**config.mk**
```make
export PLATFORM = sky130hd
export DESIGN_NAME = mvc_core
export DESIGN_NICKNAME = d
export VERILOG_FILES = /design/src/rtl/mvc_pkg.sv /design/src/rtl/mvc_decode.sv /design/src/rtl/mvc_alu.sv /design/src/rtl/mvc_core.sv
export SDC_FILE = /design/constraint.sdc
export NUM_CORES = 1
export LEC_CHECK = 0
export ABC_CLOCK_PERIOD_IN_PS = 9370
export BUFFER_PORTS_ARGS = -buffer_cell sky130_fd_sc_hd__buf_4
export CORE_MARGIN = 4
export CORE_UTILIZATION = 55
export CTS_BUF_LIST = sky130_fd_sc_hd__clkbuf_8
export DETAILED_ROUTE_END_ITERATION = 8
export PLACE_DENSITY = 0.79
export SETUP_SLACK_MARGIN = 0.4
export SYNTH_ARGS = -nofsm -noshare
export SYNTH_HDL_FRONTEND = slang
export SYNTH_HIERARCHICAL = 1
export SYNTH_SLANG_ARGS = --single-unit
export TNS_END_PERCENT = 1
```
**constraint.sdc**
```tcl
create_clock -name clk -period 9.37 [get_ports clk]
set_input_delay 1.4055 -clock clk [delete_from_list [all_inputs] [get_ports clk]]
set_output_delay 1.4055 -clock clk [all_outputs]
set_load 0.005 [all_outputs]
```
**src/rtl/mvc_pkg.sv**
```systemverilog
package mvc_pkg;
    localparam int XLEN   = 16;
    localparam int RSEL_W = 3;

    localparam logic [RSEL_W-1:0] RS_DP = 3'd0;
    localparam logic [RSEL_W-1:0] RS_DR = 3'd1;
    localparam logic [RSEL_W-1:0] RS_IC = 3'd2;
    localparam logic [RSEL_W-1:0] RS_IR = 3'd3;
    localparam logic [RSEL_W-1:0] RS_IO = 3'd4;
    localparam logic [RSEL_W-1:0] RS_ST = 3'd5;

    typedef enum logic [1:0] {OP_PASS = 2'd0, OP_AND = 2'd1, OP_OR = 2'd2, OP_PASS2 = 2'd3} alu_op_e;
    typedef enum logic [1:0] {CD_ALW = 2'd0, CD_CCLR = 2'd1, CD_CSET = 2'd2, CD_ALW2 = 2'd3} cond_e;
    typedef enum logic [1:0] {PH_FETCH = 2'd0, PH_LOAD = 2'd1, PH_EXEC = 2'd2, PH_WBK = 2'd3} phase_e;

    typedef struct packed {
        logic              is_write;
        logic [RSEL_W-1:0] areg;
        logic [RSEL_W-1:0] dreg;
        alu_op_e           op;
        logic              kone;
        cond_e             cond;
        logic              lit;
        logic [2:0]        spare;
    } insn_t;

    typedef struct packed {
        phase_e          ph;
        logic [XLEN-1:0] dp;
        logic [XLEN-1:0] dr;
        logic [XLEN-1:0] ic;
        logic [XLEN-1:0] ir;
        logic [XLEN-1:0] io;
        logic            c;
        logic            z;
    } core_state_t;
endpackage

```
**src/rtl/mvc_decode.sv**
```systemverilog
module mvc_decode
    import mvc_pkg::*;
(
    input  logic [XLEN-1:0] word_i,
    input  logic            carry_i,
    output insn_t           insn_o,
    output logic            cond_ok_o
);
    always_comb begin
        insn_o = insn_t'(word_i);
        unique case (insn_o.cond)
            CD_CCLR: cond_ok_o = ~carry_i;
            CD_CSET: cond_ok_o = carry_i;
            default: cond_ok_o = 1'b1;
        endcase
    end
endmodule

```
**src/rtl/mvc_alu.sv**
```systemverilog
module mvc_alu
    import mvc_pkg::*;
#(
    parameter int W = XLEN
) (
    input  alu_op_e      op_i,
    input  logic         kone_i,
    input  logic [W-1:0] a_i,
    output logic [W-1:0] res_o,
    output logic         zero_o,
    output logic         logic_op_o
);
    logic [W-1:0] konst;

    always_comb begin
        konst      = kone_i ? {W{1'b1}} : {W{1'b0}};
        logic_op_o = (op_i == OP_AND) || (op_i == OP_OR);
        unique case (op_i)
            OP_AND:  res_o = a_i & konst;
            OP_OR:   res_o = a_i | konst;
            default: res_o = a_i;
        endcase
        zero_o = (res_o == '0);
    end

    always_comb begin

        if (op_i == OP_AND && !kone_i) begin
            and_zero_chk: assert (zero_o);
        end

        if (op_i == OP_OR && kone_i) begin
            or_ones_chk: assert (&res_o);
        end
    end
endmodule

```
**src/rtl/mvc_core.sv**
```systemverilog
module mvc_core
    import mvc_pkg::*;
#(
    parameter logic [XLEN-1:0] RESET_IC = '0
) (
    input  logic            clk,
    input  logic            rst_n,
    output logic [XLEN-1:0] mem_addr,
    output logic            mem_rd,
    output logic            mem_wr,
    output logic [XLEN-1:0] mem_wdata,
    input  logic [XLEN-1:0] mem_rdata,
    output logic [XLEN-1:0] io_out
);
    localparam core_state_t RESET_STATE = '{ph: PH_FETCH, dp: '0, dr: '0, ic: RESET_IC,
                                            ir: '0, io: '0, c: 1'b0, z: 1'b0};

    core_state_t s_q, s_d;
    insn_t       insn;
    logic        cond_ok;
    logic [XLEN-1:0] alu_in, alu_res, addr_val;
    logic        alu_zero, alu_logic;

    function automatic logic [XLEN-1:0] reg_value(input logic [RSEL_W-1:0] sel, input core_state_t s);
        unique case (sel)
            RS_DP:   return s.dp;
            RS_DR:   return s.dr;
            RS_IC:   return s.ic;
            RS_IR:   return s.ir;
            RS_IO:   return s.io;
            RS_ST:   return {{(XLEN-2){1'b0}}, s.z, s.c};
            default: return '0;
        endcase
    endfunction

    mvc_decode u_dec (
        .word_i    (s_q.ir),
        .carry_i   (s_q.c),
        .insn_o    (insn),
        .cond_ok_o (cond_ok)
    );

    assign alu_in   = (s_q.ph == PH_WBK) ? mem_rdata : reg_value(insn.dreg, s_q);
    assign addr_val = reg_value(insn.areg, s_q);

    mvc_alu #(.W(XLEN)) u_alu (
        .op_i       (insn.op),
        .kone_i     (insn.kone),
        .a_i        (alu_in),
        .res_o      (alu_res),
        .zero_o     (alu_zero),
        .logic_op_o (alu_logic)
    );

    always_comb begin
        s_d       = s_q;
        mem_rd    = 1'b0;
        mem_wr    = 1'b0;
        mem_addr  = s_q.ic;
        mem_wdata = '0;
        unique case (s_q.ph)
            PH_FETCH: begin
                mem_rd   = 1'b1;
                s_d.ic   = s_q.ic + 1'b1;
                s_d.ph   = PH_LOAD;
            end
            PH_LOAD: begin
                s_d.ir = mem_rdata;
                s_d.ph = PH_EXEC;
            end
            PH_EXEC: begin
                if (insn.lit) s_d.ic = s_q.ic + 1'b1;
                s_d.ph = PH_FETCH;
                if (cond_ok) begin
                    mem_addr = addr_val;
                    if (insn.is_write) begin
                        mem_wr    = 1'b1;
                        mem_wdata = alu_res;
                        s_d.z     = alu_zero;
                        if (alu_logic) s_d.c = 1'b0;
                    end else begin
                        mem_rd = 1'b1;
                        s_d.ph = PH_WBK;
                    end
                end
            end
            default: begin
                s_d.z = alu_zero;
                if (alu_logic) s_d.c = 1'b0;
                unique case (insn.dreg)
                    RS_DP: s_d.dp = alu_res;
                    RS_DR: s_d.dr = alu_res;
                    RS_IC: s_d.ic = alu_res;
                    RS_IR: s_d.ir = alu_res;
                    RS_IO: s_d.io = alu_res;
                    RS_ST: begin
                        s_d.c = alu_res[0];
                        s_d.z = alu_res[1];
                    end
                    default: ;
                endcase
                s_d.ph = PH_FETCH;
            end
        endcase
    end

    always_ff @(posedge clk or negedge rst_n) begin
        if (!rst_n) s_q <= RESET_STATE;
        else        s_q <= s_d;
    end

    assign io_out = s_q.io;


    rd_wr_excl_chk: assert property (@(posedge clk) disable iff (!rst_n)
        !(mem_rd && mem_wr));


    fetch_inc_chk: assert property (@(posedge clk) disable iff (!rst_n)
        (s_q.ph == PH_FETCH) |=> (s_q.ic == $past(s_q.ic) + 16'd1) && (s_q.ph == PH_LOAD));


    logic_clr_carry_chk: assert property (@(posedge clk) disable iff (!rst_n)
        (s_q.ph == PH_EXEC && cond_ok && insn.is_write &&
         (insn.op == OP_AND || insn.op == OP_OR)) |=> !s_q.c);


    cond_fail_nowr_chk: assert property (@(posedge clk) disable iff (!rst_n)
        (s_q.ph == PH_EXEC && !cond_ok) |-> !mem_wr && !mem_rd);


    cond_fail_hold_chk: assert property (@(posedge clk) disable iff (!rst_n)
        (s_q.ph == PH_EXEC && !cond_ok) |=> (s_q.dr == $past(s_q.dr)) &&
        (s_q.dp == $past(s_q.dp)) && (s_q.c == $past(s_q.c)) && (s_q.z == $past(s_q.z)));


    lit_skip_chk: assert property (@(posedge clk) disable iff (!rst_n)
        (s_q.ph == PH_EXEC && insn.lit) |=> (s_q.ic == $past(s_q.ic) + 16'd1));
endmodule

```
## Word-level counts from Yosys, hierarchy flattened

Cells that the tools add are included.

- Mux-type cells: 30
- Add/subtract/negate cells: 1
- Div/mod/pow operators: 0
- Magnitude comparators: 0
- Equality and inequality tests: 20
- Bitwise operators: 7
- Multiply operators: 0
- Reductions and logical operators: 16
- Shifts and indexed selects: 0

Operator list:

| kind | count |
|---|---|
| 16-bit one-hot mux with 6 select lines | 2 |
| 16-bit 2-to-1 mux | 10 |
| 16-bit one-hot mux with 2 select lines | 2 |
| 16-bit one-hot mux with 3 select lines | 1 |
| 16-bit by 1-bit adder with 16-bit output, second input constant | 1 |
| 16-bit bitwise AND | 1 |
| 16-bit zero test | 1 |
| 16-bit bitwise OR | 1 |
| 3-bit by 2-bit == test with 1-bit output, second input constant | 4 |
| 3-bit == test, second input constant | 4 |
| 2-bit 2-to-1 mux | 5 |
| 2-bit == test, second input constant | 4 |
| 2-bit AND reduction | 4 |
| 2-bit by 1-bit == test with 1-bit output, second input constant | 3 |
| 3-bit by 1-bit == test with 1-bit output, second input constant | 2 |
| 3-bit zero test | 2 |
| 1-bit 2-to-1 mux | 6 |
| 2-bit inequality test, second input constant | 3 |
| 2-bit one-hot mux with 3 select lines | 1 |
| 3-bit AND reduction | 2 |
| 1-bit NOT | 5 |
| 1-bit one-hot mux with 2 select lines | 2 |
| 2-bit one-hot mux with 2 select lines | 1 |
| 2-bit OR reduction | 2 |
| other kinds (5) | 5 |

- Bits of input ports: 18
- Bits in latches: 0
- Memories kept: 0
- Register bits after elaboration: 84
- Output and inout port bits: 50
- Logic and storage cells: 82
- Bits in writable memories: 0
- Bits in read-only memories: 0

## Logic depth before layout (Yosys ltp)

Gate-level depths: netlist of the first run.

- Depth in word-level cells: 9
- Mapped depth: 14
- Mapped depth without buffers: 11

## Modules after synthesis

Netlist of the first run, hierarchy kept.

By module, submodules not included:

| module | instances | area an instance (µm²) | cells an instance |
|---|---|---|---|
| mvc_core | 1 | 5617.9 | 575 |
| mvc_alu | 1 | 434.2 | 75 |
| mvc_decode | 1 | 167.7 | 22 |

## Worst setup path before layout of the first run

No wires, ideal clock.

- Path type: in2out
- Start point: input mem_rdata[10]
- End point: output mem_wdata[10]
- Arrival time: 2.184 ns
- Path slack: 5.780 ns
- Stages on the path: 6
- Required time: 7.965 ns
- Buffers on the path: 0
- Cell sequence: nor2_1 -> a21oi_1 -> nand2_1 -> a21oi_1 -> a21o_1 -> and3_1

- Longest elaborated chain between the ends: 6

RTL lines:

| element | RTL line | text |
|---|---|---|
| start, declared | mvc_core.sv:12 | `input logic [XLEN-1:0] mem_rdata,` |
| 16-bit 2-to-1 mux * | mvc_core.sv:43 | `assign alu_in = (s_q.ph == PH_WBK) ? mem_rdata : reg_value(insn.dreg, s_q);` |
| named net alu_in[10] | mvc_core.sv:21 | `logic [XLEN-1:0] alu_in, alu_res, addr_val;` |
| 16-bit bitwise OR / 16-bit bitwise AND (equally long branches) | mvc_alu.sv:20, mvc_alu.sv:19 |  |
| 16-bit one-hot mux with 2 select lines * | mvc_alu.sv:18 | `unique case (op_i)` |
| named net alu_res[10] | mvc_core.sv:21 |  |
| 16-bit 2-to-1 mux * | mvc_core.sv:76 | `if (insn.is_write) begin` |
| 16-bit 2-to-1 mux * | mvc_core.sv:74 | `if (cond_ok) begin` |
| 16-bit 2-to-1 mux * | mvc_core.sv:61 | `unique case (s_q.ph)` |
| end, declared | mvc_core.sv:11 | `output logic [XLEN-1:0] mem_wdata,` |

Mark *: on every way through the listed nets, which the timed path passes. The rest lies on a longest branch.

## Worst setup path after layout of the first run

- Start point: register s_q[28] (netlist bit)
- End point: output mem_wdata[4]

- Longest elaborated chain between the ends: 8

RTL lines:

| element | RTL line | text |
|---|---|---|
| start, declared | mvc_core.sv:18 | `core_state_t s_q, s_d;` |
| start signal, assigned | mvc_core.sv:108 | `if (!rst_n) s_q <= RESET_STATE;` |
| start signal, assigned | mvc_core.sv:109 | `else s_q <= s_d;` |
| 3-bit == test (tied with other cells) | mvc_core.sv:25 | `unique case (sel)` |
| 16-bit one-hot mux with 6 select lines * | mvc_core.sv:25 |  |
| 16-bit 2-to-1 mux * | mvc_core.sv:43 |  |
| named net alu_in[4] | mvc_core.sv:21 |  |
| 16-bit bitwise OR / 16-bit bitwise AND (equally long branches) | mvc_alu.sv:20, mvc_alu.sv:19 |  |
| 16-bit one-hot mux with 2 select lines * | mvc_alu.sv:18 |  |
| named net alu_res[4] | mvc_core.sv:21 |  |
| 16-bit 2-to-1 mux * | mvc_core.sv:76 |  |
| 16-bit 2-to-1 mux * | mvc_core.sv:74 |  |
| 16-bit 2-to-1 mux * | mvc_core.sv:61 |  |

Marked as above.

==> results of run 1 <==
==> through the flow <==
step,setup slack [ns],cell area [um2],instances,total power [mW]
detailed placement,5.081,6429,800,2.509
CTS,4.711,6561,811,2.722
floorplan,5.780,6182,667,2.022
global placement,5.211,6429,800,2.446
global route,4.457,6561,811,2.935
finish,4.586,6561,811,2.770
==> worst register-to-register path, cell delays in order (launching register included) <==
cell,delay (ns)
sky130_fd_sc_hd__dfrtp_1,1.09
sky130_fd_sc_hd__mux4_2,0.45
sky130_fd_sc_hd__nor2b_1,0.14
sky130_fd_sc_hd__a21oi_1,0.14
sky130_fd_sc_hd__a21oi_1,0.14
sky130_fd_sc_hd__or4_4,0.54
sky130_fd_sc_hd__nor3_2,0.17
sky130_fd_sc_hd__o21ai_1,0.10
sky130_fd_sc_hd__a2111oi_2,0.37
sky130_fd_sc_hd__and3_1,0.24
sky130_fd_sc_hd__mux2i_1,0.09
sky130_fd_sc_hd__o21ai_1,0.14
==> layer usage <==
metal	up-vias	global-route usage [%]
met1	2663	37.08
met5	-	0
met4	0	12.59
li1	2395	-
met3	71	5.942
met2	418	45.71
==> where the power goes <==
part | total (mW) | internal, mW | switching (mW) | leakage (nW)
Sequential | 0.807 | 0.523 | 0.284 | 1.02
Combinational | 1.75 | 0.759 | 0.989 | 1.84
Clock | 0.214 | 0.0877 | 0.127 | 0.0739
Total | 2.77 | 1.37 | 1.40 | 2.94
==> how the worst max path moves through the flow <==
stage                                    from             to  slack, ns
after floorplan                 mem_rdata[10]  mem_wdata[10]       5.78
after global placement    s_q[28]$_DFFE_PN0P_  mem_wdata[12]       5.21
after detailed placement  s_q[28]$_DFFE_PN0P_   mem_wdata[4]       5.08
after CTS                 s_q[28]$_DFFE_PN0P_   mem_wdata[4]       4.71
after global routing      s_q[28]$_DFFE_PN0P_  mem_wdata[12]       4.46
final                     s_q[28]$_DFFE_PN0P_   mem_wdata[4]       4.59
==> cell usage in the layout (no fill, tap or decap), types with 4 or more instances in the layout <==
cell and n:
sky130_fd_sc_hd__nor3b_1 4, sky130_fd_sc_hd__nand4_1 5, sky130_fd_sc_hd__mux2i_1 42, sky130_fd_sc_hd__clkbuf_8 9, sky130_fd_sc_hd__mux2_2 42, sky130_fd_sc_hd__o221ai_1 4, sky130_fd_sc_hd__a21oi_1 86, sky130_fd_sc_hd__nor2_1 62
sky130_fd_sc_hd__and3_1 20, sky130_fd_sc_hd__nand3_1 8, sky130_fd_sc_hd__nor2b_1 20, sky130_fd_sc_hd__a221o_1 4, sky130_fd_sc_hd__ha_1 5, sky130_fd_sc_hd__and4_1 4, sky130_fd_sc_hd__inv_1 13, sky130_fd_sc_hd__dfrtp_1 84
sky130_fd_sc_hd__nand2b_1 6, sky130_fd_sc_hd__nand2_1 37, sky130_fd_sc_hd__mux2_1 10, sky130_fd_sc_hd__a21o_1 16, sky130_fd_sc_hd__mux4_2 13, sky130_fd_sc_hd__buf_4 74, sky130_fd_sc_hd__a22oi_1 16, sky130_fd_sc_hd__nor3_1 5
sky130_fd_sc_hd__o21ai_0 22
==> cell type report <==
type | instances | share of cell area, %
Multi-Input combinational cell | 489 | 54.06
Sequential cell | 84 | 32.04
Timing Repair Buffer | 74 | 8.467
Tap cell | 140 | 2.670
Clock buffer | 9 | 1.888
Inverter | 13 | 0.7437
Clock inverter | 2 | 0.1335
==> state kept, by name, indices dropped and copies added, names as in the netlist <==
name and flops:
io_out 16, s_q 68
==> results.cfg, run 1 <==
[worst_hold_path]
whs_path_depth = 1
min-delay-start = s_q[56]$_DFFE_PN0P_
holdPathEnd = s_q[56]$_DFFE_PN0P_
worst_hold_path_type = reg2reg

[sta]
final_min_period_over_clock_period_pct = 51.06
relSlewSlack_pct = 12.73
timing.fmax_mhz = 209.0
slew_violations = 0
finalHoldViolations = 0
timing.final.crit_period_ns = 4.784
max_slew.worst_pin.slew_ns = 1.303
final.hold.worst_slack_ns = 0.5222
setup_violations = 0
worst_clock_skew_ns = 0.01750
final.setup.tns_ns = 0
grt_setup_unrepaired = false

[cells_and_area]
layout.filler_cells = 963
finalNetCount = 694
antenna_cells = 0
layout.core_utilization_pct = 60.00
syn_to_final_growth_pct = 6.132
final_layout_size_suffix_gt1_share_pct = 23.70
multiInputGateArea_um2 = 3547
sequential_cell_area_um2 = 2102

[critical_path]
worst_path_dominant_cell_family = simple AND/OR/NAND/NOR gates
cp_slowest_cell = sky130_fd_sc_hd__dfrtp_1
data_arrival_time_at_the_worst_slack_endpoint_ns = 3.38
critical_path_class = reg2out
crit_top_cell = sky130_fd_sc_hd__a21oi_1
endpoint_kind = output pin
worst-endpoint-required_ns = 7.96
max_stage_delay_ns = 0.81
worstSetupStartpointType = flip-flop
r2r.worst_path.cells = 11
ff_to_ff_end = s_q[0]$_DFFE_PN0P_
crit_path_cell_trace = nand2b_2 -> nor2_4 -> a21oi_1 -> a21oi_1 -> nand2_1 -> a21oi_1 -> a21o_1 -> and3_1 -> buf_4
timing.critical_path.fanout_max = 25
internal_reg_to_reg_setup_slack_ns = 5.68
critical_path.n_buffers_inverters = 1
cp_num_cells = 9
startpoint_of_the_lowest_slack_register_to_register_path = s_q[28]$_DFFE_PN0P_

[pwr]
max-vdd-ir-drop_v = 0.0001671
power.density_nw_per_um2 = 422.1
leakagePower_nw = 2.936

[global_route]
number_of_global_route_vias_before_repair = 5370
globalRouteOverflowTotal = 0
grt_usage_pct = 28.41
grt_start_max_net_pins = 46
grt_first_pass_wirelength_mm = 28.71
grt_antenna_before_repair = 0

[placed_design]
portBuffers = 67
place.detailed.hpwl_mm = 12.31
place_congestion = 0.9022

[drt]
first_iter_violations = 654
total_routed_wire_length_on_the_met1_layer_mm = 6.991
drt-vias-per-instance = 6.840
drt_pass1_iterations = 5
drc = 0
wl_per_cell_um = 22.68
routed.top_layer = met4
met2_wirelength_mm = 8.772
postRouteWirelength_mm = 18.39
routed-wl-met3_mm = 1.948
vias = 5547
antenna_violating_nets_post_route = 0

[floorplan]
fp.coreArea_um2 = 10940
die-width_um = 114.0
chip_height_um = 114.0
floorplan.initialDensity_pct = 56.53
dieArea_um2 = 13000
floorplan.io_pins = 68
floorplan.rows = 38

[clock_tree]
cts_max_path_buffers = 2
tritoncts = yes
clock_insertion_delay_worst_skew_ns = 0.37
post_cts.repair.setup_buffers = 0
ctsHtreeMaxLevel = 3
cts_made_buffers = 9
cts.clk_slew.worst_paths_ns = 0.07
hold_buffer_count_at_cts = 0
clockRootBuffer = sky130_fd_sc_hd__clkbuf_8
postCtsResizedCells = 0
cts_sinks = 84

[flow_run]
max-cap-violations = 0

[status]
outcome = completed

[synthesis]
ys.warnings.count = 6
syn_nets = 690
post_synth_instance_area_um2 = 6182
synthesis.instances = 667
avgSynthCellArea_um2 = 9.269
(Power assumes the default switching activity.)
==> inputs of run 2 (changes only) <==
--- a/config.mk
+++ b/config.mk
@@ -5,7 +5,7 @@
 export SDC_FILE = /design/constraint.sdc
 export NUM_CORES = 1
 export LEC_CHECK = 0
-export ABC_CLOCK_PERIOD_IN_PS = 9370
+export ABC_CLOCK_PERIOD_IN_PS = 4650
 export BUFFER_PORTS_ARGS = -buffer_cell sky130_fd_sc_hd__buf_4
 export CORE_MARGIN = 4
 export CORE_UTILIZATION = 55
==> constraint.sdc (replaced) <==
create_clock -name clk -period 4.65 [get_ports clk]
set_input_delay 0.6975 -clock clk [delete_from_list [all_inputs] [get_ports clk]]
set_output_delay 0.6975 -clock clk [all_outputs]
set_load 0.005 [all_outputs]
==> run 2 against run 1 <==
  * Non-clock buffer count stayed put
  * Clock power grew to 2.5 times the previous value
  * Critical path type unchanged
  * Via count is 1.2% lower
  * Sequential power is 100% higher
  * Flip-flop and latch count stayed put
  * Core utilization is 0.53 points higher
  * Combinational power is 99% higher
  * Setup slack worse by 4.0 ns
  * Final cell count is 0.49% higher
  * Power is 100% higher
==> results.cfg, run 2 (synthesis results as in run 1) <==
[drt]
postRouteWirelength_mm = 18.25
drt_pass1_iterations = 9
met2_wirelength_mm = 8.848
wl_per_cell_um = 22.39
antenna_violating_nets_post_route = 0
drt-vias-per-instance = 6.723
first_iter_violations = 627
routed-wl-met3_mm = 1.877
routed.top_layer = met4
total_routed_wire_length_on_the_met1_layer_mm = 6.935
drc = 0
vias = 5479

[floorplan]
die-width_um = 114.0
chip_height_um = 114.0
dieArea_um2 = 13000
floorplan.initialDensity_pct = 56.53
fp.coreArea_um2 = 10940
floorplan.rows = 38
floorplan.io_pins = 68

[sta]
grt_setup_unrepaired = false
max_slew.worst_pin.slew_ns = 1.274
slew_violations = 0
finalHoldViolations = 0
worst_clock_skew_ns = 0.01755
timing.final.crit_period_ns = 4.018
relSlewSlack_pct = 14.71
timing.fmax_mhz = 248.9
final_min_period_over_clock_period_pct = 86.42
final.setup.tns_ns = 0
setup_violations = 0

[global_route]
grt_usage_pct = 28.39
grt_antenna_before_repair = 0
grt_start_max_net_pins = 85
number_of_global_route_vias_before_repair = 5347
grt_first_pass_wirelength_mm = 28.75
globalRouteOverflowTotal = 0

[clock_tree]
tritoncts = yes
hold_buffer_count_at_cts = 0
cts_max_path_buffers = 2
cts.clk_slew.worst_paths_ns = 0.10
cts_made_buffers = 9
cts_sinks = 84
ctsHtreeMaxLevel = 3
clockRootBuffer = sky130_fd_sc_hd__clkbuf_8
post_cts.repair.setup_buffers = 0
postCtsResizedCells = 0
clock_insertion_delay_worst_skew_ns = 0.38

[cells_and_area]
final_layout_size_suffix_gt1_share_pct = 24.30
final_common_cell = sky130_fd_sc_hd__a21oi_1
antenna_cells = 0
layout.filler_cells = 946
max_reg_flops = 68
syn_to_final_growth_pct = 7.063
finalNetCount = 694
regMostFlops = s_q
most_frequent_cells_in_the_layout = sky130_fd_sc_hd__a21oi_1 (86), sky130_fd_sc_hd__dfrtp_1 (84), sky130_fd_sc_hd__buf_4 (74), sky130_fd_sc_hd__nor2_1 (62)

[critical_path]
crit_top_cell = sky130_fd_sc_hd__a21oi_1
timing.critical_path.fanout_max = 16
worstSetupStartpointType = flip-flop
max_stage_delay_ns = 0.78
critical_path_class = reg2out
worst-endpoint-required_ns = 3.95
cp_slowest_cell = sky130_fd_sc_hd__dfrtp_1
endpoint_kind = output pin
crit_path_cell_trace = buf_4 -> mux4_2 -> nor2b_1 -> a21oi_1 -> a21oi_1 -> nand2_1 -> a21oi_1 -> a21o_1 -> and3_1 -> buf_4
data_arrival_time_at_the_worst_slack_endpoint_ns = 3.32

[pwr]
p_int_mw = 2.840
leakagePower_nw = 2.960
sequentialPowerShare_pct = 29.1
total_power_mw = 5.661
netSwitchingFraction_pct = 49.83
power.clock.fraction_pct = 9.5
power.net_switching_mw = 2.821
max-vdd-ir-drop_v = 0.0003459
power.density_nw_per_um2 = 855.3
power_frac_comb_pct = 61.4

[status]
outcome = completed

[placed_design]
place_congestion = 0.8952
place.detailed.hpwl_mm = 12.34
portBuffers = 67

[flow_run]
max-cap-violations = 0

[worst_hold_path]
worst_hold_path_type = in2async
-- run 2: changes by cell type in the layout (fill, tap and decap cells not counted), sizes merged --
cell | before | now
bufinv | 0 | 1
clkbuf | 9 | 10
clkinv | 1 | 3
clkinvlp | 0 | 1
inv | 14 | 13
-- run 2: power by group through the flow --
| stage | clock, mW | combinational [mW] | sequential [mW] |
|---|---|---|---|
| global route | 0.574 | 3.74 | 1.68 |
| detailed placement | 0 | 3.41 | 1.63 |
| floorplan | 0 | 2.78 | 1.29 |
| finish | 0.538 | 3.48 | 1.65 |
| CTS | 0.537 | 3.43 | 1.61 |
| global placement | 0 | 3.33 | 1.60 |
-- run 2: worst max-delay path: cells and delay by family, from the launching register on --
kind	cells	cell delay, ns
muxes	1	0.54
and+or+nand+nor	3	0.48
buffers and inverters	2	0.52
DFF	1	0.78
AOI/OAI and AO/OA	4	0.61
-- run 2: layout make-up --
| cell class | instances | area (um2) | area share [%] |
|---|---|---|---|
| multi-input combinational | 489 | 3547 | 53.59 |
| sequential | 84 | 2102 | 31.76 |
| timing repair buffer | 74 | 555.5 | 8.393 |
| tap | 140 | 175.2 | 2.647 |
| clock buffer | 10 | 137.6 | 2.079 |
| clock inverter | 5 | 52.55 | 0.7940 |
| inverter | 13 | 48.80 | 0.7372 |
-- run 2: worst paths after layout --
kind | slack [ns] | depth (start not counted) | end | startpoint
max | 0.63 | 10 | mem_wdata[13] | s_q[27]$_DFFE_PN0P_
min | 0.51 | 1 | io_out[2]$_DFFE_PN0P_ | rst_n
max reg2reg | 1.17 | 12 | s_q[0]$_DFFE_PN0P_ | s_q[28]$_DFFE_PN0P_
min reg2reg | 0.53 | 1 | s_q[58]$_DFFE_PN0P_ | s_q[58]$_DFFE_PN0P_
max in group asynchronous | 3.39 | 1 | s_q[63]$_DFFE_PN0P_ | rst_n
min in group clk | 0.53 | 1 | s_q[58]$_DFFE_PN0P_ | s_q[58]$_DFFE_PN0P_
-- run 2: layer usage --
metal,vias to the layer above,track usage (%)
li1,2397,-
met1,2656,38.66
met2,370,44.96
met3,56,4.297
met4,0,12.67
met5,-,0
-- run 2: per-stage QoR --
step	hold slack, ns	instance area (um2)	worst slack, ns	cells	utilization (%)
after floorplan	0.4019	6182	1.564	667	-
final	0.5129	6619	0.6317	815	60.53
after global placement	0.4951	6429	1.130	800	58.79
after global routing	0.5496	6619	0.4474	815	60.53
after detailed placement	0.5047	6429	1.079	800	58.79
after CTS	0.5236	6619	0.6413	815	60.53
==> inputs of run 3 (changes only) <==
--- a/config.mk
+++ b/config.mk
@@ -5,7 +5,7 @@
 export SDC_FILE = /design/constraint.sdc
 export NUM_CORES = 1
 export LEC_CHECK = 0
-export ABC_CLOCK_PERIOD_IN_PS = 4650
+export ABC_CLOCK_PERIOD_IN_PS = 3900
 export BUFFER_PORTS_ARGS = -buffer_cell sky130_fd_sc_hd__buf_4
 export CORE_MARGIN = 4
 export CORE_UTILIZATION = 55
==> constraint.sdc (replaced) <==
create_clock -name clk -period 3.9 [get_ports clk]
set_input_delay 0.585 -clock clk [delete_from_list [all_inputs] [get_ports clk]]
set_output_delay 0.585 -clock clk [all_outputs]
set_load 0.005 [all_outputs]
==> run 3 against run 2 <==
  * Final cell count rose by 1.8%
  * Design area rose by 2.1%
  * Clock power rose by 21%
  * Flip-flop and latch count did not move
  * Worst hold slack got worse by 0.11 ns
  * Clock skew fell by 0.0058 ns
  * Critical path depth did not move
  * Register-to-register slack got worse by 0.47 ns
  * Global-route usage rose by 0.77 points
  * Core utilization rose by 1.3 points
  * Critical path type unchanged
  * Largest cell class unchanged
  * Largest power group unchanged
==> results.cfg, run 3 (synthesis results as in run 1) <==
[status]
outcome = completed

[sta]
timing.final.crit_period_ns = 3.366
final.hold.worst_slack_ns = 0.3995
grt_setup_unrepaired = false
relSlewSlack_pct = 26.66
setup_violations = 0
max_slew.worst_pin.slew_ns = 1.100
final_min_period_over_clock_period_pct = 86.31
worst_clock_skew_ns = 0.01175
final.setup.tns_ns = 0
timing.fmax_mhz = 297.1
slew_violations = 0
finalHoldViolations = 0

[pwr]
power.density_nw_per_um2 = 1027
leakagePower_nw = 3.047
total_power_mw = 6.941
max-vdd-ir-drop_v = 0.0004163

[floorplan]
chip_height_um = 114.0
floorplan.io_pins = 68
dieArea_um2 = 13000
die-width_um = 114.0
fp.coreArea_um2 = 10940
floorplan.rows = 38
floorplan.initialDensity_pct = 56.53

[global_route]
grt_first_pass_wirelength_mm = 29.45
grt_start_max_net_pins = 85
number_of_global_route_vias_before_repair = 5446
grt_antenna_before_repair = 0
globalRouteOverflowTotal = 0
grt_usage_pct = 29.16

[placed_design]
place_congestion = 0.9551
place.detailed.hpwl_mm = 12.79
post-place-cells = 809
placed_area_um2 = 6496
portBuffers = 67

[drt]
antenna_violating_nets_post_route = 0
drc = 0
first_iter_violations = 629
postRouteWirelength_mm = 18.53
drt_pass1_iterations = 6
wl_per_cell_um = 22.33
vias = 5509
drt-vias-per-instance = 6.637

[critical_path]
critical_path_class = reg2out
data_arrival_time_at_the_worst_slack_endpoint_ns = 2.78
timing.critical_path.fanout_max = 14
worst-endpoint-required_ns = 3.31
worstSetupStartpointType = flip-flop
endpoint_kind = output pin

[clock_tree]
cts_made_buffers = 9
cts_sinks = 84
cts_max_path_buffers = 2
clock_insertion_delay_worst_skew_ns = 0.37
hold_buffer_count_at_cts = 0
clockRootBuffer = sky130_fd_sc_hd__clkbuf_8
ctsHtreeMaxLevel = 3
cts.clk_slew.worst_paths_ns = 0.09
tritoncts = yes

[cells_and_area]
regMostFlops = s_q
max_reg_flops = 68
syn_to_final_growth_pct = 9.290
final_common_cell = sky130_fd_sc_hd__buf_4
layout.filler_cells = 941
finalNetCount = 708
final-instance-count-excl-fill = 830
final_layout_size_suffix_gt1_share_pct = 26.27
layout.cell_area.non_filler_um2 = 6756
most_frequent_cells_in_the_layout = sky130_fd_sc_hd__buf_4 (87), sky130_fd_sc_hd__a21oi_1 (85), sky130_fd_sc_hd__dfrtp_1 (81), sky130_fd_sc_hd__nor2_1 (62)

[worst_hold_path]
worst_hold_path_type = in2async

[flow_run]
max-cap-violations = 0
[run 3: final timing paths]
path	start	end	slack (ns)	cells past startpoint
setup / recovery	s_q[28]$_DFFE_PN0P_	mem_wdata[10]	0.53	10
hold / removal	rst_n	s_q[21]$_DFFE_PN0P_	0.40	1
setup reg to reg	s_q[27]$_DFFE_PN0P_	s_q[0]$_DFFE_PN0P_	0.70	12
hold reg to reg	s_q[60]$_DFFE_PN0P_	s_q[60]$_DFFE_PN0P_	0.53	1
max in group asynchronous	rst_n	s_q[33]$_DFFE_PN0P_	2.71	1
min in group clk	mem_rdata[1]	s_q[19]$_DFFE_PN0P_	0.52	3
[run 3: final cells by class]
cell class,count,area [um2],share of cell area [%]
Sequential cell,84,2106,31.17
Multi-Input combinational cell,489,3557,52.65
Antenna cell,1,2.502,0.03704
Timing Repair Buffer,88,664.4,9.833
Inverter,13,48.80,0.7222
Clock buffer,12,165.2,2.444
Tap cell,140,175.2,2.593
Clock inverter,3,37.54,0.5556
[run 3: worst max-delay path, stage by stage (launching register included)]
cell and delay, ns:
sky130_fd_sc_hd__dfrtp_2 0.52, sky130_fd_sc_hd__buf_4 0.25, sky130_fd_sc_hd__mux4_2 0.47, sky130_fd_sc_hd__nor2b_1 0.14, sky130_fd_sc_hd__a21oi_1 0.11, sky130_fd_sc_hd__a21oi_1 0.13
sky130_fd_sc_hd__nand2_1 0.12, sky130_fd_sc_hd__a21oi_1 0.07, sky130_fd_sc_hd__a21o_1 0.26, sky130_fd_sc_hd__and3_1 0.19, sky130_fd_sc_hd__buf_4 0.13
[run 3: timing repair]
action                                  in CTS  in global routing
gates resized for setup                      3                  4
endpoints found under the setup margin      10                  8
pin swaps                                    1                  0
buffers inserted                             3                  2
[run 3: per-layer routing]
metal | vias up | GRT usage [%] | routed length (um)
li1 | 2424 | - | -
met1 | 2656 | 37.77 | 7342
met2 | 365 | 47.35 | 8903
met3 | 64 | 5.093 | 1679
met4 | 0 | 14.17 | 609
met5 | - | 0 | 0
[run 3: through the flow]
stage                     setup WS (ns)  utilization (%)
after detailed placement         0.5888            59.40
after floorplan                  0.8142                -
after global placement           0.7251            59.40
final                            0.5339            61.78
after global routing             0.4027            61.76
after CTS                        0.4403            61.53
[run 3: where the power goes]
part	switching (mW)	internal, mW
Clock	0.311	0.341
Sequential	0.664	1.26
Combinational	2.42	1.94
Total	3.40	3.54
